[src/rtl/irq_coal_pkg.sv]
package irq_coal_pkg;

  localparam int CFG_W      = 32;
  localparam int RINGS      = 4;
  localparam int RX_EN_LSB  = 28;
  localparam int TX_EN_LSB  = 24;
  localparam int THR_LSB    = 16;
  localparam int THR_W      = 5;
  localparam int DLY_LSB    = 0;
  localparam int DLY_W      = 11;

  typedef struct packed {
    logic [RINGS-1:0] rx_en;
    logic [RINGS-1:0] tx_en;
    logic [THR_W-1:0] thresh;
    logic [DLY_W-1:0] max_dly;
  } coal_cfg_t;

  function automatic coal_cfg_t unpack_cfg(input logic [CFG_W-1:0] w);
    coal_cfg_t c;
    c.rx_en   = w[RX_EN_LSB +: RINGS];
    c.tx_en   = w[TX_EN_LSB +: RINGS];
    c.thresh  = w[THR_LSB +: THR_W];
    c.max_dly = w[DLY_LSB +: DLY_W];
    return c;
  endfunction

endpackage

[src/rtl/irq_src_select.sv]
module irq_src_select #(
  parameter int RINGS = 4,
  localparam int SRCS  = 2 * RINGS,
  localparam int HIT_W = $clog2(SRCS + 1)
) (
  input  logic [RINGS-1:0] rx_done,
  input  logic [RINGS-1:0] tx_done,
  input  logic [RINGS-1:0] rx_en,
  input  logic [RINGS-1:0] tx_en,
  output logic [HIT_W-1:0] hits
);

  logic [SRCS-1:0] gated;

  // Lower half of the vector: transmit rings; upper half: receive rings.
  for (genvar g = 0; g < RINGS; g++) begin : g_gate
    assign gated[g]         = tx_done[g] & tx_en[g];
    assign gated[RINGS + g] = rx_done[g] & rx_en[g];
  end

  always_comb begin
    hits = '0;
    for (int i = 0; i < SRCS; i++) begin
      hits = hits + HIT_W'(gated[i]);
    end
  end

endmodule

[src/rtl/irq_evt_counter.sv]
module irq_evt_counter #(
  parameter int CNT_W = 5,
  parameter int ADD_W = 4,
  localparam int SUM_W = ((CNT_W > ADD_W) ? CNT_W : ADD_W) + 1,
  localparam logic [CNT_W-1:0] CNT_MAX = {CNT_W{1'b1}}
) (
  input  logic             clk,
  input  logic             rst_n,
  input  logic             hold,
  input  logic             clr,
  input  logic [ADD_W-1:0] add,
  output logic [CNT_W-1:0] count,
  output logic [CNT_W-1:0] count_nxt
);

  logic [SUM_W-1:0] sum;

  always_comb begin
    sum = SUM_W'(count) + SUM_W'(add);
    if (hold) begin
      count_nxt = count;
    end else if (sum > SUM_W'(CNT_MAX)) begin
      count_nxt = CNT_MAX;
    end else begin
      count_nxt = sum[CNT_W-1:0];
    end
  end

  always_ff @(posedge clk) begin
    if (!rst_n || clr) begin
      count <= '0;
    end else begin
      count <= count_nxt;
    end
  end

endmodule

[src/rtl/irq_delay_timer.sv]
module irq_delay_timer #(
  parameter int DLY_W = 11,
  localparam logic [DLY_W-1:0] DLY_MAX = {DLY_W{1'b1}}
) (
  input  logic             clk,
  input  logic             rst_n,
  input  logic             hold,
  input  logic             clr,
  input  logic             run,
  input  logic             tick,
  output logic [DLY_W-1:0] value,
  output logic [DLY_W-1:0] value_nxt
);

  always_comb begin
    if (!hold && run && tick && value != DLY_MAX) begin
      value_nxt = value + 1'b1;
    end else begin
      value_nxt = value;
    end
  end

  always_ff @(posedge clk) begin
    if (!rst_n || clr) begin
      value <= '0;
    end else begin
      value <= value_nxt;
    end
  end

endmodule

[src/rtl/irq_coalescer.sv]
module irq_coalescer
  import irq_coal_pkg::*;
#(
  parameter int NRINGS = RINGS,
  localparam int HIT_W = $clog2(2 * NRINGS + 1)
) (
  input  logic              clk,
  input  logic              rst_n,
  input  logic [CFG_W-1:0]  cfg_word,
  input  logic [NRINGS-1:0] rx_done,
  input  logic [NRINGS-1:0] tx_done,
  input  logic              tick,
  input  logic              ack,
  output logic              irq
);

  coal_cfg_t        cfg;
  logic [HIT_W-1:0] hits;
  logic [THR_W-1:0] evt_count;
  logic [THR_W-1:0] evt_count_nxt;
  logic [DLY_W-1:0] timer_val;
  logic [DLY_W-1:0] timer_nxt;
  logic             pending;
  logic             hit_thresh;
  logic             hit_delay;
  logic             fire;
  logic             irq_q;

  assign cfg     = unpack_cfg(cfg_word);
  assign pending = (evt_count != '0);

  irq_src_select #(.RINGS(NRINGS)) u_sel (
    .rx_done (rx_done),
    .tx_done (tx_done),
    .rx_en   (cfg.rx_en[NRINGS-1:0]),
    .tx_en   (cfg.tx_en[NRINGS-1:0]),
    .hits    (hits)
  );

  irq_evt_counter #(.CNT_W(THR_W), .ADD_W(HIT_W)) u_cnt (
    .clk       (clk),
    .rst_n     (rst_n),
    .hold      (irq_q),
    .clr       (fire),
    .add       (hits),
    .count     (evt_count),
    .count_nxt (evt_count_nxt)
  );

  irq_delay_timer #(.DLY_W(DLY_W)) u_tmr (
    .clk       (clk),
    .rst_n     (rst_n),
    .hold      (irq_q),
    .clr       (fire),
    .run       (pending),
    .tick      (tick),
    .value     (timer_val),
    .value_nxt (timer_nxt)
  );

  always_comb begin
    hit_thresh = (cfg.thresh != '0) && (evt_count_nxt >= cfg.thresh);
    hit_delay  = (cfg.max_dly != '0) && pending && tick &&
                 (timer_nxt >= cfg.max_dly);
    fire       = !irq_q && (hit_thresh || hit_delay);
  end

  always_ff @(posedge clk) begin
    if (!rst_n) begin
      irq_q <= 1'b0;
    end else if (fire) begin
      irq_q <= 1'b1;
    end else if (irq_q && ack) begin
      irq_q <= 1'b0;
    end
  end

  assign irq = irq_q;

endmodule

[config.mk]
export PLATFORM = sky130hd
export DESIGN_NAME = irq_coalescer
export DESIGN_NICKNAME = d
export VERILOG_FILES = /design/src/rtl/irq_coal_pkg.sv /design/src/rtl/irq_src_select.sv /design/src/rtl/irq_evt_counter.sv /design/src/rtl/irq_delay_timer.sv /design/src/rtl/irq_coalescer.sv
export SDC_FILE = /design/constraint.sdc
export NUM_CORES = 1
export LEC_CHECK = 0
export BUFFER_PORTS_ARGS = -buffer_cell sky130_fd_sc_hd__clkbuf_2
export CAP_MARGIN = 15
export CORE_MARGIN = 3
export CORE_UTILIZATION = 34
export CTS_CLUSTER_SIZE = 14
export DETAILED_ROUTE_END_ITERATION = 8
export PLACE_DENSITY_LB_ADDON = 0.05
export SETUP_SLACK_MARGIN = 0.1
export SLEW_MARGIN = 20
export SYNTH_ARGS = -nofsm -noshare
export SYNTH_HDL_FRONTEND = slang
export SYNTH_HIERARCHICAL = 1
export SYNTH_SLANG_ARGS = --single-unit
export TNS_END_PERCENT = 1
[constraint.sdc]
create_clock -name clk -period 9 [get_ports clk]
set_input_delay 1.35 -clock clk [delete_from_list [all_inputs] [get_ports clk]]
set_output_delay 1.35 -clock clk [all_outputs]
set_load 0.02 [all_outputs]
==> metrics.md <==
| Metric | Value |
|---|---|
| Maximum vdd drop | 0.0585 mV |
| Setup violators final | 0 |
| CORE AREA | 4910 um^2 |
| Final ANT Viol Nets | 0 |
| Total Routing Usage GR | 13.7% |
| P per Cell Area | 177 nW/um^2 |
| Setup ws final | 2.18 ns |
| Yosys reg bits | 17 |
| Type of origin of the critical path | input port |
| Worst-case clock buffer depth | 2 |
| Multiplexer area fraction after synthesis | 2.49% |
| Max-Cap Viols | 0 |
| Initial DRC count | 100 |
| Row cnt | 25 |
| Simple-gate share of the synthesized area | 23.8% |
| Largest net degree at the start of global routing | 21 |
| Syn avg cell area | 8.36 um^2 |
| Run status | finished, final reports clean |
| Fmax | 147 MHz |
| Critical Path Fanout Max | 12 |
| First-pass detailed-route iteration total | 4 |
| Port bufs | 36 |
| Routed length per instance | 12.5 um |
| CTS Root Cell | clkbuf_8 |
| CTS clock-pin slew for the worst setup and hold paths | 0.07 ns |
| Synth Area in Compound Gates | 21.9% |
| Data required time of the worst path | 9.19 ns |
| Hold Crit Class | register to register |
| Number of fill cells in the layout | 523 |
| Crit end category | register |
| Worst setup path category | input port to register |
| Post-cts hold buffer count | 0 |
| Post-Syn Nets | 289 |
| Diode count | 0 |
| Number of synthesis warnings | 6 |
| Post-CTS sizing | 0 |
| Setup Fix Bufs, Post-CTS | 0 |
| Starting Density | 36.8% |
| Post-synth ARST share | 0% |
| Vias in the first global route | 1467 |
| Mapped cell area | 1810 um^2 |
| Synth Instances | 216 |
| Layout cells sized above 1 | 20.9% |
| Pre-CTS setup slack | 1.82 ns |
| Drt drc | 0 |
| Grt ovf | 0 |
| Clock Latency Late Sink | 0.26 ns |
| Slew @ Worst Pin | 0.805 ns |
| Post-DP HPWL | 3.37 mm |
| First-pass GRT wire length | 6.82 mm |
| Synth Flop Type | dfxtp_1 |
| RSZ-0062 raised after global routing | false |
| Number of antenna violations at the first check in global routing | 0 |
| Final wirelength | 4.00 mm |
| GPL Wtd Cong | 0.817 |
| Crit path time final | 6.82 ns |
| Crit path DAT | 7.02 ns |
| DIE HEIGHT | 78.9 um |
| Final Hold Vio Count | 0 |
| Die width | 78.9 um |
| Filler-free cell count of the finished design | 321 |
| Nets | 328 |
| Vias | 1555 |
| P_leak | 1.02 nW |
| Clock Skews | 0.00609 ns |
| Synth Area in XOR/XNOR | 3.39% |
| Seq/Total Area, Yosys | 18.8% |
| Slew Limit Headroom | 46.2% |
| Adder-cell share of the synthesized area | 22.2% |
| IO Count | 45 |
| Clk sink count | 17 |
| Largest family of logic cells by synthesized area | simple AND/OR/NAND/NOR gates |
| TritonCTS clock tree | built |
| Total die area | 6220 um^2 |
| CTS buffer count | 3 |
| Vias per std cell | 4.84 |
| Setup TNS | 0 ns |
| Dpl cells | 317 |
| Final period util | 75.8% |
| H-tree levels | 1 |
| Synthesis-to-finish area growth | 16.6% |
| Pins Over Slew Limit | 0 |
| Number of synthesized flops with an enable pin | 0 |
| Total Power | 0.372 mW |
| Post-synthesis cell type count | 52 |
## worst paths after layout
check	from	to	slack, ns	cells past startpoint
worst max-delay path	tx_done[0]	u_tmr/value[8]	2.18	24
worst min-delay path	u_tmr/value[9]	u_tmr/value[9]	0.53	2
worst max register to register	u_cnt/count[4]	u_tmr/value[8]	5.27	14
worst min register to register	u_tmr/value[9]	u_tmr/value[9]	0.53	2
## per-stage QoR
stage                     utilization (%)  area (um^2)  hold WS, ns
after floorplan                         -         1810        0.483
after global placement               41.9         2060        0.513
after detailed placement             41.9         2060        0.516
after CTS                            42.9         2110        0.529
after global routing                 42.9         2110        0.569
final                                42.9         2110        0.526
## cell usage after synthesis (4+ instances only)
library cell | n | share of area [%]
o21ai_0 | 4 | 1.1
xnor2_1 | 6 | 2.9
nand3_1 | 10 | 2.8
nor2b_1 | 4 | 1.4
inv_1 | 33 | 6.9
dfxtp_1 | 17 | 19
ha_1 | 24 | 17
nand2_1 | 9 | 1.9
fa_1 | 5 | 5.5
nor3_1 | 6 | 1.7
o31ai_1 | 4 | 1.7
a211oi_1 | 6 | 2.5
a21oi_1 | 14 | 3.9
and2_1 | 12 | 4.2
nor2_1 | 8 | 1.7
nand2b_1 | 7 | 2.4
## state kept, by name, indices dropped and copies added (netlist names)
register and flops:
u_cnt/count 5, irq 1, u_tmr/value 11
## layer usage
metal / routed length [um] / vias to the layer above / global-route usage (%)
met4: 16 / 0 / 2.06
met3: 137 / 2 / 2.72
li1: - / 854 / -
met1: 2220 / 676 / 21.3
met2: 1630 / 23 / 19.4
met5: 0 / - / 0
## cell usage in the layout, fill, tap and decap left out, types with 2 or more instances in the layout
cell type | Yosys | final
o21ai_0 | 4 | 4
clkbuf_8 | 0 | 3
o21a_1 | 2 | 2
nor3_1 | 6 | 6
nand3b_1 | 2 | 2
nor4_1 | 3 | 3
clkbuf_2 | 0 | 36
o31ai_1 | 4 | 4
nand2_1 | 9 | 9
fa_1 | 5 | 5
inv_1 | 33 | 33
nand3_1 | 10 | 10
mux2i_1 | 3 | 3
nor2_1 | 8 | 8
and2_1 | 12 | 12
a211oi_1 | 6 | 6
o31ai_2 | 2 | 2
a31oi_1 | 3 | 3
xnor2_1 | 6 | 6
o2111a_1 | 2 | 2
a21oi_1 | 14 | 14
nor2b_1 | 4 | 4
nand2b_1 | 7 | 7
dfxtp_1 | 17 | 17
ha_1 | 24 | 24
and3_1 | 2 | 2
## area by class of cell
class | instances | area, um^2 | share of cell area, %
Clock buffer | 3 | 41.3 | 1.96
Timing Repair Buffer | 36 | 180 | 8.56
Inverter | 33 | 124 | 5.88
Clock inverter | 1 | 5.00 | 0.238
Sequential cell | 17 | 340 | 16.2
Tap cell | 67 | 83.8 | 3.98
Multi-Input combinational cell | 164 | 1330 | 63.2
## where the power goes
group	switching [mW]	total, mW	internal, mW
clock	0.0285	0.0593	0.0308
combinational	0.115	0.211	0.0961
sequential	0.0173	0.102	0.0847
total	0.161	0.372	0.212
## critical path, cell delays in order
cell and delay [ns]:
clkbuf_2 0.08, and2_1 0.16, fa_1 0.53, inv_1 0.05, fa_1 0.52, inv_1 0.06
fa_1 0.54, ha_1 0.17, inv_1 0.06, fa_1 0.37, xnor2_1 0.16, ha_1 0.35
nor2_1 0.08, nand3b_1 0.31, a21oi_1 0.21, inv_1 0.06, ha_1 0.26, o21ai_0 0.19
a21oi_1 0.10, o31ai_1 0.31, a21oi_1 0.15, nor2b_1 0.67, nand2_1 0.12, mux2i_1 0.15
## kinds of logic after synthesis
kind of cell / after synthesis
simple gates: 73
compound gates: 51
buf+inv: 35
fa+ha+maj: 29
flops: 17
xor+xnor: 7
mux: 4
(Power assumes the default switching activity.)
